**config.mk**
```make
export PLATFORM = sky130hd
export DESIGN_NAME = bank_mapper
export DESIGN_NICKNAME = d
export VERILOG_FILES = /design/src/rtl/bank_mapper.sv
export SDC_FILE = /design/constraint.sdc
export NUM_CORES = 1
export LEC_CHECK = 0
export CAP_MARGIN = 10
export CORE_MARGIN = 2
export CORE_UTILIZATION = 25
export CTS_BUF_LIST = sky130_fd_sc_hd__clkbuf_2 sky130_fd_sc_hd__clkbuf_4 sky130_fd_sc_hd__clkbuf_8
export DETAILED_ROUTE_END_ITERATION = 8
export PLACE_DENSITY_LB_ADDON = 0.08
export SLEW_MARGIN = 20
export SYNTH_ARGS = -nofsm -noshare
export SYNTH_HDL_FRONTEND = slang
export SYNTH_SLANG_ARGS = --single-unit
```
**constraint.sdc**
```tcl
create_clock -name clk -period 2.18 [get_ports clk]
set_input_delay 0.436 -clock clk [delete_from_list [all_inputs] [get_ports clk]]
set_output_delay 0.436 -clock clk [all_outputs]
set_load 0.05 [all_outputs]
```
**src/rtl/bank_mapper.sv**
```systemverilog
module bank_mapper #(
  parameter logic [7:0] MAP_PORT = 8'hFE,
  parameter logic [7:0] WIN_PORT = 8'hFD,
  parameter int OFF_W = 18
) (
  input  logic             clk,
  input  logic             rst_n,
  input  logic             io_wr,
  input  logic [7:0]       io_addr,
  input  logic [7:0]       io_wdata,
  input  logic [15:0]      cpu_addr,
  input  logic             cpu_wr,
  input  logic [7:0]       mem_rdata,
  output logic [2:0]       mem_sel,
  output logic [OFF_W-1:0] mem_off,
  output logic             mem_we,
  output logic [7:0]       cpu_rdata
);
  localparam logic [2:0] T_NONE = 3'd0, T_BOOT = 3'd1, T_INTP = 3'd2,
                         T_EXT  = 3'd3, T_RAM  = 3'd4, T_SHR  = 3'd5;

  logic [1:0] mode_q;
  logic [3:0] hi_q;
  logic [2:0] lo_q;

  always_ff @(posedge clk or negedge rst_n) begin
    if (!rst_n) begin
      mode_q <= '0;
      hi_q   <= '0;
      lo_q   <= '0;
    end else if (io_wr) begin
      if (io_addr == MAP_PORT) begin
        mode_q <= io_wdata[1:0];
        hi_q   <= io_wdata[7:4];
      end
      if (io_addr == WIN_PORT) lo_q <= io_wdata[2:0];
    end
  end

  wire unused_bits = ^{io_wdata[3:2]};

  wire                 low8k = cpu_addr[15:13] == 3'd0;
  wire                 win2k = cpu_addr[15:13] == 3'd1;
  wire                 upper = cpu_addr[15:14] == 2'b11;
  wire                 top   = cpu_addr[15:11] == 5'h1F;
  wire [OFF_W-1:0]     a_f   = OFF_W'(cpu_addr);
  wire [OFF_W-1:0]     a_13  = OFF_W'(cpu_addr[12:0]);
  wire [OFF_W-1:0]     a_14  = OFF_W'(cpu_addr[13:0]);
  wire [OFF_W-1:0]     a_sh  = OFF_W'(cpu_addr[10:0]);
  wire [OFF_W-1:0]     ext_o = ((OFF_W'(lo_q) - OFF_W'(3)) << 13) + a_13;

  logic [2:0]       sel_c;
  logic [OFF_W-1:0] off_c;

  always_comb begin
    sel_c = T_NONE;
    off_c = '0;
    unique case (mode_q)
      2'd0: begin
        if (low8k)       begin sel_c = T_BOOT; off_c = OFF_W'({1'b1, cpu_addr[11:0]}); end
        else if (win2k)  begin sel_c = T_INTP; off_c = a_f; end
        else if (!upper) begin sel_c = T_RAM;  off_c = a_f; end
        else if (hi_q == 4'd0) begin sel_c = T_RAM; off_c = a_f; end
        else if (hi_q == 4'd1) begin sel_c = T_RAM; off_c = a_14; end
        else if (hi_q == 4'd15 && top) begin sel_c = T_SHR; off_c = a_sh; end
      end
      2'd1: begin
        if (!top) begin sel_c = T_RAM; off_c = a_f; end
        else      begin sel_c = T_SHR; off_c = a_sh; end
      end
      2'd2: begin
        if (low8k) begin sel_c = T_INTP; off_c = a_f; end
        else if (win2k) begin
          if (lo_q <= 3'd2)      begin sel_c = T_INTP; off_c = ((OFF_W'(lo_q) + OFF_W'(1)) << 13) + a_13; end
          else if (lo_q != 3'd7) begin sel_c = T_EXT;  off_c = ext_o; end
        end
        else if (!upper) begin sel_c = T_RAM; off_c = a_f; end
        else if (hi_q == 4'd0) begin sel_c = T_RAM; off_c = a_f; end
        else if (hi_q == 4'd1) begin sel_c = T_RAM; off_c = a_14; end
        else if (hi_q <= 4'd13) begin
          sel_c = T_RAM;
          off_c = OFF_W'(18'h10000) + ((OFF_W'(hi_q) - OFF_W'(2)) << 14) + a_14;
        end
        else if (hi_q == 4'd15 && top) begin sel_c = T_SHR; off_c = a_sh; end
      end
      2'd3: begin
        if (low8k) begin sel_c = T_RAM; off_c = a_f; end
        else if (win2k) begin
          if (lo_q == 3'd0)      begin sel_c = T_RAM; off_c = a_f; end
          else if (lo_q == 3'd1) begin sel_c = T_RAM; off_c = OFF_W'(18'hC000) + a_13; end
          else if (lo_q == 3'd2) begin sel_c = T_RAM; off_c = OFF_W'(18'hE000) + a_13; end
          else if (lo_q != 3'd7) begin sel_c = T_EXT; off_c = ext_o; end
        end
        else if (!upper) begin sel_c = T_RAM; off_c = a_f; end
        else if (hi_q <= 4'd11) begin
          sel_c = T_RAM;
          off_c = OFF_W'(18'h10000) + (OFF_W'(hi_q) << 14) + a_14;
        end
        else if (hi_q == 4'd15 && top) begin sel_c = T_SHR; off_c = a_sh; end
      end
      default: ;
    endcase
  end

  assign mem_sel   = sel_c;
  assign mem_off   = off_c;
  assign mem_we    = cpu_wr && (sel_c == T_RAM || sel_c == T_SHR);
  assign cpu_rdata = (sel_c == T_NONE) ? 8'hFF : mem_rdata;


  map_load_chk: assert property (@(posedge clk) disable iff (!rst_n)
    (io_wr && io_addr == MAP_PORT) |=> (mode_q == $past(io_wdata[1:0]) && hi_q == $past(io_wdata[7:4])));


  regs_hold_chk: assert property (@(posedge clk) disable iff (!rst_n)
    !io_wr |=> $stable({mode_q, hi_q, lo_q}));


  rom_wr_block_chk: assert property (@(posedge clk) disable iff (!rst_n)
    (mem_sel == T_BOOT || mem_sel == T_INTP || mem_sel == T_EXT || mem_sel == T_NONE) |-> !mem_we);


  unmapped_ff_chk: assert property (@(posedge clk) disable iff (!rst_n)
    (mem_sel == T_NONE) |-> (cpu_rdata == 8'hFF && mem_off == '0));


  shared_top_chk: assert property (@(posedge clk) disable iff (!rst_n)
    (mem_sel == T_SHR) |-> (cpu_addr[15:11] == 5'h1F && mem_off < OFF_W'(2048)));
endmodule

```
==> impl_results.md <==
* Fillers at 422
* H-tree depth at 1
* Synth Area in Adders at 0.0894
* Avg WL per Cell at 14.9 um
* Post-route setup TNS at -12650 ps
* Hold Crit Class: in2async
* Compound-Gate Fraction of Synth Area at 0.314
* Async set-reset flop share out of synthesis at 1.00
* Yosys cell types at 53
* Mapped Area at 1400 um2
* GR Overflow Total at 0
* Post-Syn Instances at 188
* Layout cell share with drive strength beyond 1 at 0.609
* Largest family of logic cells by synthesized area: simple AND/OR/NAND/NOR gates
* DR iter-0 viols at 80
* Final Hold Fails at 0
* Reg2reg setup slack at 930 ps
* Setup crit end kind: output port
* Maximum VDD drop at 309 uV
* Core area at 5470 um2
* Predominant post-synthesis flop cell: dfrtp_1
* Leak at 1.52 nW
* Most common cell after layout, fill and taps aside: buf_4
* Clk_skew at 0 ps
* CTS Buf Count at 3
* Setup slack after layout at -506 ps
* Root Buffer: clkbuf_8
* Minimum clock period at 2690 ps
* Clk sinks at 9
* Synth-to-layout area growth at 165%
* CTS tree: done
* Top cells by area, synth: dfrtp_1 16%, ha_1 8.9%, o21ai_0 6.8%
* Post-synth EDFFs at 0
* Largest net degree at the start of global routing at 12
* Seq/Total Area, Yosys at 0.161
* Power Internal at 0.000877 W
* Worst setup path class: reg2out
* Fin area at 3700 um2
* Via-to-Cell Ratio at 4.95
* Seq pwr share at 0.135
* DRT Pass-1 Iters at 4
* Antenna cells at 0
* Slew HR at 0.702
* Slew @ Worst Pin at 446 ps
* Worst EP arrival at 2250 ps
* Failing checks: negative setup slack
* Yosys warnings at 0
* Worst-Skew Late Latency at 230 ps
* First-pass GRT wire length at 10200 um
* Starting density of the core at 0.256
* Residual DRC count at 0
* Most frequent cells in the layout: 77 x buf_4, 37 x clkdlybuf4s50_1, 26 x buf_6
* Initial antenna violation count at 0
* Worst Path Required at 1740 ps
* XOR/XNOR share of the synthesized area at 0.0188
* Post-route clock period utilization at 1.23
* Mux cell area share after synthesis at 0.0393
* Die Span Y at 78.8 um
* DIE AREA at 6210 um2
* Die width at 78.8 um
* Clock Tree Buf Depth at 2
* Reg clk slew, reported paths at 50 ps
* Final Wtd Congestion at 0.845
* Synth Register Bits at 9
* # nets final at 398
* Power per Cell Area at 407 nW/um2
* GR Util All Layers at 0.202
* RSZ-0062 raised after global routing: yes
* Final hold slack at 515 ps
* PortBufs at 72
* Total number of vias at 2055
* Post-synth top area cell: dfrtp_1
* Final Setup Violations at 30
* IO Pins at 74
* CTS Hold Bufs at 0
* Logic pwr share at 0.725
* Synth top area share at 0.161
* Rows at 27
* Simple-Gate Fraction of Synth Area at 0.315
* DRT Wirelength at 6170 um
* ANT nets after route at 0
* HPWL Detailed at 4670 um
* Max-Cap Viols at 0
* Clock group share of total power at 0.140
* Crit path launch type: flip-flop
* Switching pwr at 0.000631 W
* Max-slew violation count at 0
* Switch share at 0.418
* Total power at 0.00151 W
* Critical path fanouts, max at 4
* Syn avg cell area at 7.45 um2
* Status: finished with violations
* Vias in the first global route at 2105
* Placed Area at 3100 um2
* Syn_nets at 242
* Fmax at 0.372 GHz
==> stage by stage <==
stage               instances   util  worst slack, ps
floorplan                 188      -             -532
global placement          393  0.566             -860
detailed placement        393  0.566             -876
CTS                       412  0.663             -462
global route              415  0.677             -591
finish                    415  0.677             -506
==> worst max-delay path: stages (launching register included) <==
cell and delay [ps]:
dfrtp_2 420, inv_4 70, ha_4 170, o21ba_4 220, nor3_4 200, buf_6 160, a32oi_4 110, o211ai_4 240
clkbuf_16 200, o21bai_4 80, buf_12 150
==> final cells by class <==
class	instances	area [um2]	area share
Clock buffer	4	48.8	0.0132
Tap cell	72	90.1	0.0243
Timing Repair Buffer	162	1620	0.438
Multi-Input combinational cell	158	1670	0.451
Inverter	10	42.5	0.0115
Sequential cell	9	230	0.0621
==> synth_stat cells (6+ instances only) <==
library cell  number
nand2_1           23
ha_1              10
o21ai_0           19
nor3b_1           12
nor2_1            13
o21bai_1           8
dfrtp_1            9
inv_1             10
a21oi_1            7
clkbuf_1           6
==> sequential cells by signal, summed over array words and instances (netlist names) <==
name and flops:
lo_q 3, mode_q 2, hi_q 4
==> power by group through the flow <==
stage                     Clock, W  Combinational (W)  Sequential (W)
final                     0.000211            0.00109        0.000204
after global routing      0.000225            0.00115        0.000206
after CTS                 0.000213            0.00107        0.000200
after detailed placement         0           0.000921        0.000198
after global placement           0           0.000918        0.000198
after floorplan                  0           0.000523        0.000194
==> final timing paths <==
path | from | endpoint | cells past startpoint
worst max-delay path | lo_q[0]$_DFFE_PN0P_ | cpu_rdata[4] | 10
worst min-delay path | rst_n | mode_q[0]$_DFFE_PN0P_ | 1
worst max register to register | mode_q[0]$_DFFE_PN0P_ | mode_q[0]$_DFFE_PN0P_ | 3
worst min register to register | hi_q[0]$_DFFE_PN0P_ | hi_q[0]$_DFFE_PN0P_ | 2
max in group asynchronous | rst_n | hi_q[2]$_DFFE_PN0P_ | 1
min in group clk | hi_q[0]$_DFFE_PN0P_ | hi_q[0]$_DFFE_PN0P_ | 2
==> cell families after synthesis <==
family | count (synthesis)
adder cells (fa/ha/maj) | 10
XOR/XNOR | 3
AO/OA/AOI/OAI | 61
flip-flops | 9
multiplexers | 4
AND/OR/NAND/NOR | 80
buffers and inverters | 21
==> metal layers <==
| metal | vias to the layer above | routed length (um) | GRT usage |
|---|---|---|---|
| li1 | 1014 | - | - |
| met3 | 9 | 371 | 0.0409 |
| met1 | 974 | 2560 | 0.255 |
| met4 | 0 | 59 | 0.0293 |
| met5 | - | 0 | 0 |
| met2 | 58 | 3170 | 0.363 |
==> repair_timing <==
action / CTS / global route
pin swaps: 30 / 8
endpoints found under the setup margin: 30 / 30
gates cloned: 2 / 0
gates resized for setup: 95 / 13
hold endpoints to repair: 0 / 0
buffers inserted: 15 / 4
Power figures use the tool's default switching activity.
